File: src/rtl/regwin_pkg.sv
package regwin_pkg;

  typedef enum logic [1:0] {
    OP_ENTRY = 2'd0,
    OP_RETW  = 2'd1,
    OP_ROTW  = 2'd2,
    OP_MOVSP = 2'd3
  } op_e;

  typedef enum logic [3:0] {
    EXC_NONE    = 4'd0,
    EXC_OVF4    = 4'd1,
    EXC_OVF8    = 4'd2,
    EXC_OVF12   = 4'd3,
    EXC_UNF4    = 4'd4,
    EXC_UNF8    = 4'd5,
    EXC_UNF12   = 4'd6,
    EXC_ILLEGAL = 4'd7,
    EXC_ALLOCA  = 4'd8
  } exc_e;

endpackage

File: src/rtl/regwin_map.sv
module regwin_map #(
  parameter int NAREG = 64,
  parameter int N_RD  = 2,
  localparam int NW   = NAREG / 4,
  localparam int WBW  = $clog2(NW),
  localparam int PIW  = $clog2(NAREG)
) (
  input  logic [WBW-1:0]      base_i,
  input  logic [N_RD*4-1:0]   lidx_i,
  output logic [N_RD*PIW-1:0] pidx_o
);

  for (genvar i = 0; i < N_RD; i++) begin : g_port
    // the physical index wraps naturally at PIW bits
    assign pidx_o[i*PIW +: PIW] = {base_i, 2'b00} + PIW'(lidx_i[i*4 +: 4]);
  end

endmodule

File: src/rtl/regwin_scan.sv
module regwin_scan import regwin_pkg::*; #(
  parameter int NW   = 16,
  localparam int WBW = $clog2(NW)
) (
  input  logic [NW-1:0]  ws_i,
  input  logic [WBW-1:0] wb_i,
  input  logic [1:0]     callinc_i,
  output logic           ovf_hit_o,
  output logic [WBW-1:0] ovf_step_o,
  output exc_e           ovf_kind_o,
  output logic [1:0]     below_m_o
);

  // above[k] is the frame at distance k+1 above the base; the last bit is the base itself
  logic [NW-1:0] above;
  for (genvar k = 0; k < NW; k++) begin : g_rot
    logic [WBW-1:0] pos;
    assign pos      = wb_i + WBW'(k + 1);
    assign above[k] = ws_i[pos];
  end

  int   lead_i;
  int   next_d;
  logic lead_ok;

  always_comb begin
    lead_i  = 0;
    lead_ok = 1'b0;
    for (int k = NW - 1; k >= 0; k--) begin
      if (above[k]) begin
        lead_i  = k;
        lead_ok = 1'b1;
      end
    end
    next_d = -1;
    for (int k = NW - 1; k >= 0; k--) begin
      if (above[k] && (k > lead_i)) next_d = k - lead_i - 1;
    end
  end

  assign ovf_hit_o  = lead_ok && (lead_i < int'(callinc_i));
  assign ovf_step_o = WBW'(lead_i + 1);
  assign ovf_kind_o = (next_d == 0) ? EXC_OVF4 : (next_d == 1) ? EXC_OVF8 : EXC_OVF12;

  logic [WBW-1:0] dn1, dn2, dn3;
  assign dn1 = wb_i - WBW'(1);
  assign dn2 = wb_i - WBW'(2);
  assign dn3 = wb_i - WBW'(3);
  assign below_m_o = ws_i[dn1] ? 2'd1 : ws_i[dn2] ? 2'd2 : ws_i[dn3] ? 2'd3 : 2'd0;

endmodule

File: src/rtl/regwin_ctrl.sv
module regwin_ctrl import regwin_pkg::*; #(
  parameter int NAREG = 64,
  parameter int N_RD  = 2,
  parameter int DW    = 32,
  localparam int NW   = NAREG / 4,
  localparam int WBW  = $clog2(NW),
  localparam int PIW  = $clog2(NAREG)
) (
  input  logic                clk,
  input  logic                rst_n,
  input  logic                op_valid,
  input  logic [1:0]          op_code,
  input  logic [3:0]          op_sel,
  input  logic [DW-1:0]       op_imm,
  input  logic [DW-1:0]       op_val,
  input  logic [DW-1:0]       op_pc,
  input  logic                ps_woe,
  input  logic                ps_excm,
  input  logic [1:0]          ps_callinc,
  input  logic [N_RD*4-1:0]   rd_lidx,
  output logic [N_RD*PIW-1:0] rd_pidx,
  output logic [WBW-1:0]      win_base,
  output logic [NW-1:0]       win_start,
  output logic                spw_valid,
  output logic [PIW-1:0]      spw_idx,
  output logic [DW-1:0]       spw_data,
  output logic                ret_valid,
  output logic [DW-1:0]       ret_pc,
  output logic                exc_valid,
  output logic [3:0]          exc_cause,
  output logic [WBW-1:0]      exc_owb,
  output logic [DW-1:0]       exc_pc
);

  logic [WBW-1:0] wb_q;
  logic [NW-1:0]  ws_q;

  logic           ovf_hit;
  logic [WBW-1:0] ovf_step;
  exc_e           ovf_kind;
  logic [1:0]     below_m;

  regwin_scan #(.NW(NW)) u_scan (
    .ws_i       (ws_q),
    .wb_i       (wb_q),
    .callinc_i  (ps_callinc),
    .ovf_hit_o  (ovf_hit),
    .ovf_step_o (ovf_step),
    .ovf_kind_o (ovf_kind),
    .below_m_o  (below_m)
  );

  regwin_map #(.NAREG(NAREG), .N_RD(N_RD)) u_map (
    .base_i (wb_q),
    .lidx_i (rd_lidx),
    .pidx_o (rd_pidx)
  );

  // next-state decision
  logic [WBW-1:0] nx_wb, ent_wb;
  logic [NW-1:0]  nx_ws;
  logic           nx_spw, nx_ret, mode_ok;
  logic [PIW-1:0] nx_spw_idx;
  logic [1:0]     ret_n;
  logic [31:0]    rot_ext;
  exc_e           nx_exc;

  assign mode_ok = ps_woe && !ps_excm;
  assign ent_wb  = wb_q + WBW'(ps_callinc);
  assign ret_n   = op_val[DW-1:DW-2];
  assign rot_ext = {{28{op_imm[3]}}, op_imm[3:0]};

  always_comb begin
    nx_wb      = wb_q;
    nx_ws      = ws_q;
    nx_spw     = 1'b0;
    nx_spw_idx = {ent_wb, op_sel[1:0]};
    nx_ret     = 1'b0;
    nx_exc     = EXC_NONE;
    if (op_valid) begin
      unique case (op_e'(op_code))
        OP_ENTRY: begin
          if (!mode_ok || (op_sel > 4'd3)) begin
            nx_exc = EXC_ILLEGAL;
          end else if (ovf_hit) begin
            nx_wb  = wb_q + ovf_step;
            nx_exc = ovf_kind;
          end else begin
            nx_wb         = ent_wb;
            nx_ws[ent_wb] = 1'b1;
            nx_spw        = 1'b1;
          end
        end
        OP_RETW: begin
          if ((ret_n == 2'd0) || ((below_m != 2'd0) && (below_m != ret_n)) || !mode_ok) begin
            nx_exc = EXC_ILLEGAL;
          end else begin
            nx_wb = wb_q - WBW'(ret_n);
            if (ws_q[nx_wb]) begin
              nx_ws[wb_q] = 1'b0;
              nx_ret      = 1'b1;
            end else begin
              unique case (ret_n)
                2'd1:    nx_exc = EXC_UNF4;
                2'd2:    nx_exc = EXC_UNF8;
                default: nx_exc = EXC_UNF12;
              endcase
            end
          end
        end
        OP_ROTW: nx_wb = wb_q + rot_ext[WBW-1:0];
        OP_MOVSP: if (below_m == 2'd0) nx_exc = EXC_ALLOCA;
        default: ;
      endcase
    end
  end

  exc_e exc_q;

  always_ff @(posedge clk) begin
    if (!rst_n) begin
      wb_q      <= '0;
      ws_q      <= NW'(1);
      spw_valid <= 1'b0;
      spw_idx   <= '0;
      spw_data  <= '0;
      ret_valid <= 1'b0;
      ret_pc    <= '0;
      exc_q     <= EXC_NONE;
      exc_owb   <= '0;
      exc_pc    <= '0;
    end else begin
      wb_q      <= nx_wb;
      ws_q      <= nx_ws;
      spw_valid <= nx_spw;
      spw_idx   <= nx_spw_idx;
      spw_data  <= op_val - op_imm;
      ret_valid <= nx_ret;
      ret_pc    <= {op_pc[DW-1:DW-2], op_val[DW-3:0]};
      exc_q     <= nx_exc;
      exc_owb   <= wb_q;
      exc_pc    <= op_pc;
    end
  end

  assign win_base  = wb_q;
  assign win_start = ws_q;
  assign exc_valid = (exc_q != EXC_NONE);
  assign exc_cause = exc_q;

  assert_idle_hold_R11: assert property (@(posedge clk) disable iff (!rst_n)
    !op_valid |=> ($stable(wb_q) && $stable(ws_q)));

  assert_excl_R11: assert property (@(posedge clk) disable iff (!rst_n)
    exc_valid |-> (!ret_valid && !spw_valid));

  assert_entry_live_R5: assert property (@(posedge clk) disable iff (!rst_n)
    spw_valid |-> ws_q[wb_q]);

  assert_ret_clear_R7: assert property (@(posedge clk) disable iff (!rst_n)
    ret_valid |-> !ws_q[$past(wb_q)]);

  assert_ovf_live_R4: assert property (@(posedge clk) disable iff (!rst_n)
    (exc_q inside {EXC_OVF4, EXC_OVF8, EXC_OVF12}) |-> ws_q[wb_q]);

  assert_unf_dead_R8: assert property (@(posedge clk) disable iff (!rst_n)
    (exc_q inside {EXC_UNF4, EXC_UNF8, EXC_UNF12}) |-> !ws_q[wb_q]);

  assert_illegal_hold_R3: assert property (@(posedge clk) disable iff (!rst_n)
    (exc_q == EXC_ILLEGAL) |-> ($stable(wb_q) && $stable(ws_q)));

endmodule

File: config.mk
export PLATFORM = sky130hd
export DESIGN_NAME = regwin_ctrl
export DESIGN_NICKNAME = d
export VERILOG_FILES = /design/src/rtl/regwin_pkg.sv /design/src/rtl/regwin_map.sv /design/src/rtl/regwin_scan.sv /design/src/rtl/regwin_ctrl.sv
export SDC_FILE = /design/constraint.sdc
export NUM_CORES = 1
export LEC_CHECK = 0
export CORE_AREA = 2 2 172 174
export CTS_BUF_LIST = sky130_fd_sc_hd__clkbuf_4
export CTS_CLUSTER_DIAMETER = 150
export DETAILED_ROUTE_END_ITERATION = 7
export DIE_AREA = 0 0 174 176
export HOLD_SLACK_MARGIN = 0.06
export PLACE_DENSITY_LB_ADDON = 0.3
export SLEW_MARGIN = 10
export SYNTH_ARGS = -nofsm -noshare
export SYNTH_HDL_FRONTEND = slang
export SYNTH_SLANG_ARGS = --single-unit
File: constraint.sdc
create_clock -name clk -period 24.7 [get_ports clk]
set_clock_uncertainty 0.15 [all_clocks]
set_input_delay 3.705 -clock clk [delete_from_list [all_inputs] [get_ports clk]]
set_output_delay 3.705 -clock clk [all_outputs]
set_load 0.02 [all_outputs]
==> results.toml <==
[status]
status = "finished, final reports clean"

[critical_path]
regToRegStartpoint = "win_base[1]"
arrival_ns = 5.54
cp_data_required_time_ns = 20.85
cp-endpoint = "rd_pidx[4]"
end_kind = "output pin"
crit_fanout = 2
worst_r2r_endpoint = "exc_cause[0]"
worst-r2r-setup-slack_ns = 15.40
worst_r2r_path_depth = 26
crit_start = "rd_lidx[2]"
path_class = "in -> out"
critPathLaunchType = "input port"

[placement]
io_buffers = 253
gp_congestion = 0.9789
post-dp-hpwl_mm = 31.71

[pwr]
peakVddDrop_mv = 0.03853
power.total_mw = 1.002
leakagePower_nw = 5.974
powerDensity_mw_per_mm2 = 69.40

[floorplan]
die_x_um = 174
die_height_um = 176
num_rows = 62
num_io_pins = 262
dieArea_mm2 = 0.03062
start_util_pct = 39.60
core_area_mm2 = 0.02855

[clock_tree]
htreeDepth = 4
clockBufferDepth = 2
clock_sinks = 130
ctsHoldBuffers = 0
cts_root_buffer = "clkbuf_4"
clkLatencyLatePin_ns = 0.54
cts_tree = "done"
post_cts_resized = 0
post-cts-setup-buffers = 0
cts_buffers = 17
clk_pin_slew_ns = 0.14

[cells_and_area]
fin_nets = 1845
nFillCells = 2815
drive_gt1_share_pct = 6.045
final_util_pct = 50.58
multi_input_area_mm2 = 0.008065
register_area_mm2 = 0.002603
areaGrowthSynthToFinish_pct = 27.73

[grt]
grt_max_degree = 81
grt-ovfl-total = 0
first_global_vias = 11361
grt_pass1_wl_mm = 62.56
antenna_found_initial = 4
track_usage_pct = 25.87

[route]
first_pass_iters = 5
drc = 0
vias_per_cell = 5.714
initialDrtViolationCount = 698
num_vias = 11279
routed_wl_mm = 40.01
routedWlPerCell_um = 20.27
drtAntennaViolNets = 0

[sta]
finalCritPeriodShare_pct = 38.03
maxSlewViolCount = 0
tightest_slew_ns = 1.207
grt_setup_unrepaired = "no"
fmax_ghz = 0.1064
hold_violations = 0
tns_ns = 0
finalCriticalPeriod_ns = 9.394
max_slew_margin_pct = 18.79
setup_violations = 0

[synth]
syn_inst = 1352
avgSynthCellArea_um2 = 8.361
syn_area_mm2 = 0.01130
synth_edf_count = 0
seq_area_frac_synth_pct = 23.02
synth_cell_types = 83
synth_nets = 1621
async_flop_share_pct = 0
synth_flop_cell = "dfxtp_1"
synth-seq-cells = 130
yosys_warnings = 0

[flow_run]
drv_cap = 0

[min_path]
hp-class = "reg -> reg"
worstHoldStart = "win_start[2]"
[report_power, final]
part           leakage, nW  switching [mW]  internal, mW
Sequential            1.08         0.00478         0.224
Combinational         4.75           0.386         0.236
Clock                0.152          0.0787        0.0721
[state kept, by name, indices dropped and copies added (netlist names), 4 cells and up]
signal and flops:
ret_pc 32, spw_data 32, exc_pc 30, win_start 16, spw_idx 6, exc_cause 4, exc_owb 4, win_base 4
[metrics by stage]
step	area (um2)	hold slack (ns)	worst slack, ns	std cells
final	14440	0.4434	15.31	1974
after global routing	14440	0.4622	14.85	1973
after CTS	14430	0.4362	15.29	1972
after detailed placement	14140	0.4180	15.30	1941
after global placement	14140	0.3994	15.33	1941
after floorplan	11300	0.4193	16.19	1352
[worst min path at each step]
stage	to	depth (start not counted)
after floorplan	win_start[10]	2
after global placement	win_start[2]	2
after detailed placement	win_start[2]	2
after CTS	win_start[2]	2
after global routing	win_start[2]	2
final	win_start[2]	2
[logic make-up after synthesis]
kind of cell	Yosys count	synth area share, %
AO/OA/AOI/OAI	293	18.07
AND/OR/NAND/NOR	506	22.72
adder cells (fa/ha/maj)	152	17.35
XOR/XNOR	47	3.641
multiplexers	63	9.463
flip-flops	130	23.02
buffers and inverters	161	5.722
[metal layers]
metal  vias up  wire, um  GRT usage [%]
met5         -        27              0
met4         4      1756          13.24
met3       114      3340          6.180
met2       540     19500          45.53
met1      5280     15390          29.25
li1       5341         -              -
[cell type report]
class / count / area share (%)
Clock buffer: 20 / 1.040
Clock inverter: 11 / 0.9619
Tap cell: 384 / 3.328
Multi-Input combinational cell: 1061 / 55.86
Inverter: 101 / 2.626
Antenna cell: 2 / 0.03466
Timing Repair Buffer: 265 / 18.13
Sequential cell: 130 / 18.02
[cells in the mapped netlist, drive strengths merged, types with 9 or more instances]
library cell / count / share of area [%]
nand3: 40 / 1.8
and2: 80 / 4.4
or2: 9 / 0.50
clkbuf: 42 / 1.4
buf: 18 / 0.97
a21o: 18 / 1.2
nor3: 38 / 1.8
nand2b: 20 / 1.1
nand2: 116 / 3.9
or3: 11 / 0.61
o211ai: 17 / 1.2
a211oi: 22 / 1.5
a31oi: 13 / 0.72
ha: 144 / 16
nor4: 12 / 0.80
mux2i: 24 / 2.1
nor2b: 10 / 0.55
and3: 15 / 0.83
mux4: 31 / 6.5
dfxtp: 130 / 23
o31ai: 10 / 0.66
inv: 99 / 3.3
nand4: 12 / 0.66
a211o: 10 / 0.77
xor2: 15 / 1.2
nor2: 117 / 3.9
a21oi: 60 / 2.7
xnor2: 32 / 2.5
o21ai: 54 / 2.4
[cell usage in the layout (no fill, tap or decap), drive strengths merged, types with 8 or more instances in the layout]
cell type and instances:
clkinv 8, clkbuf 20, a211oi 22, nand2 116, o31ai 10, xnor2 32
o211ai 17, a21oi 60, nand2b 20, o21ai 54, mux2i 24, ha 144
or3 11, a211o 10, nor3 38, mux4 31, nor2b 10, and2 80
a31oi 13, buf 13, nor4 12, nand3 40, xor2 15, and3 15
mux2 8, nor2 117, or2 9, a21o 18, fa 8, o2111ai 8
inv 99, nand4 12, dfxtp 130, clkdlybuf4s50 252, a21boi 8
[critical path, cell delays in order]
cell	delay, ns
clkdlybuf4s50_1	0.47
ha_1	0.18
inv_1	0.06
fa_1	0.37
xnor2_1	0.14
clkdlybuf4s50_1	0.62
Power figures use the tool's default switching activity.
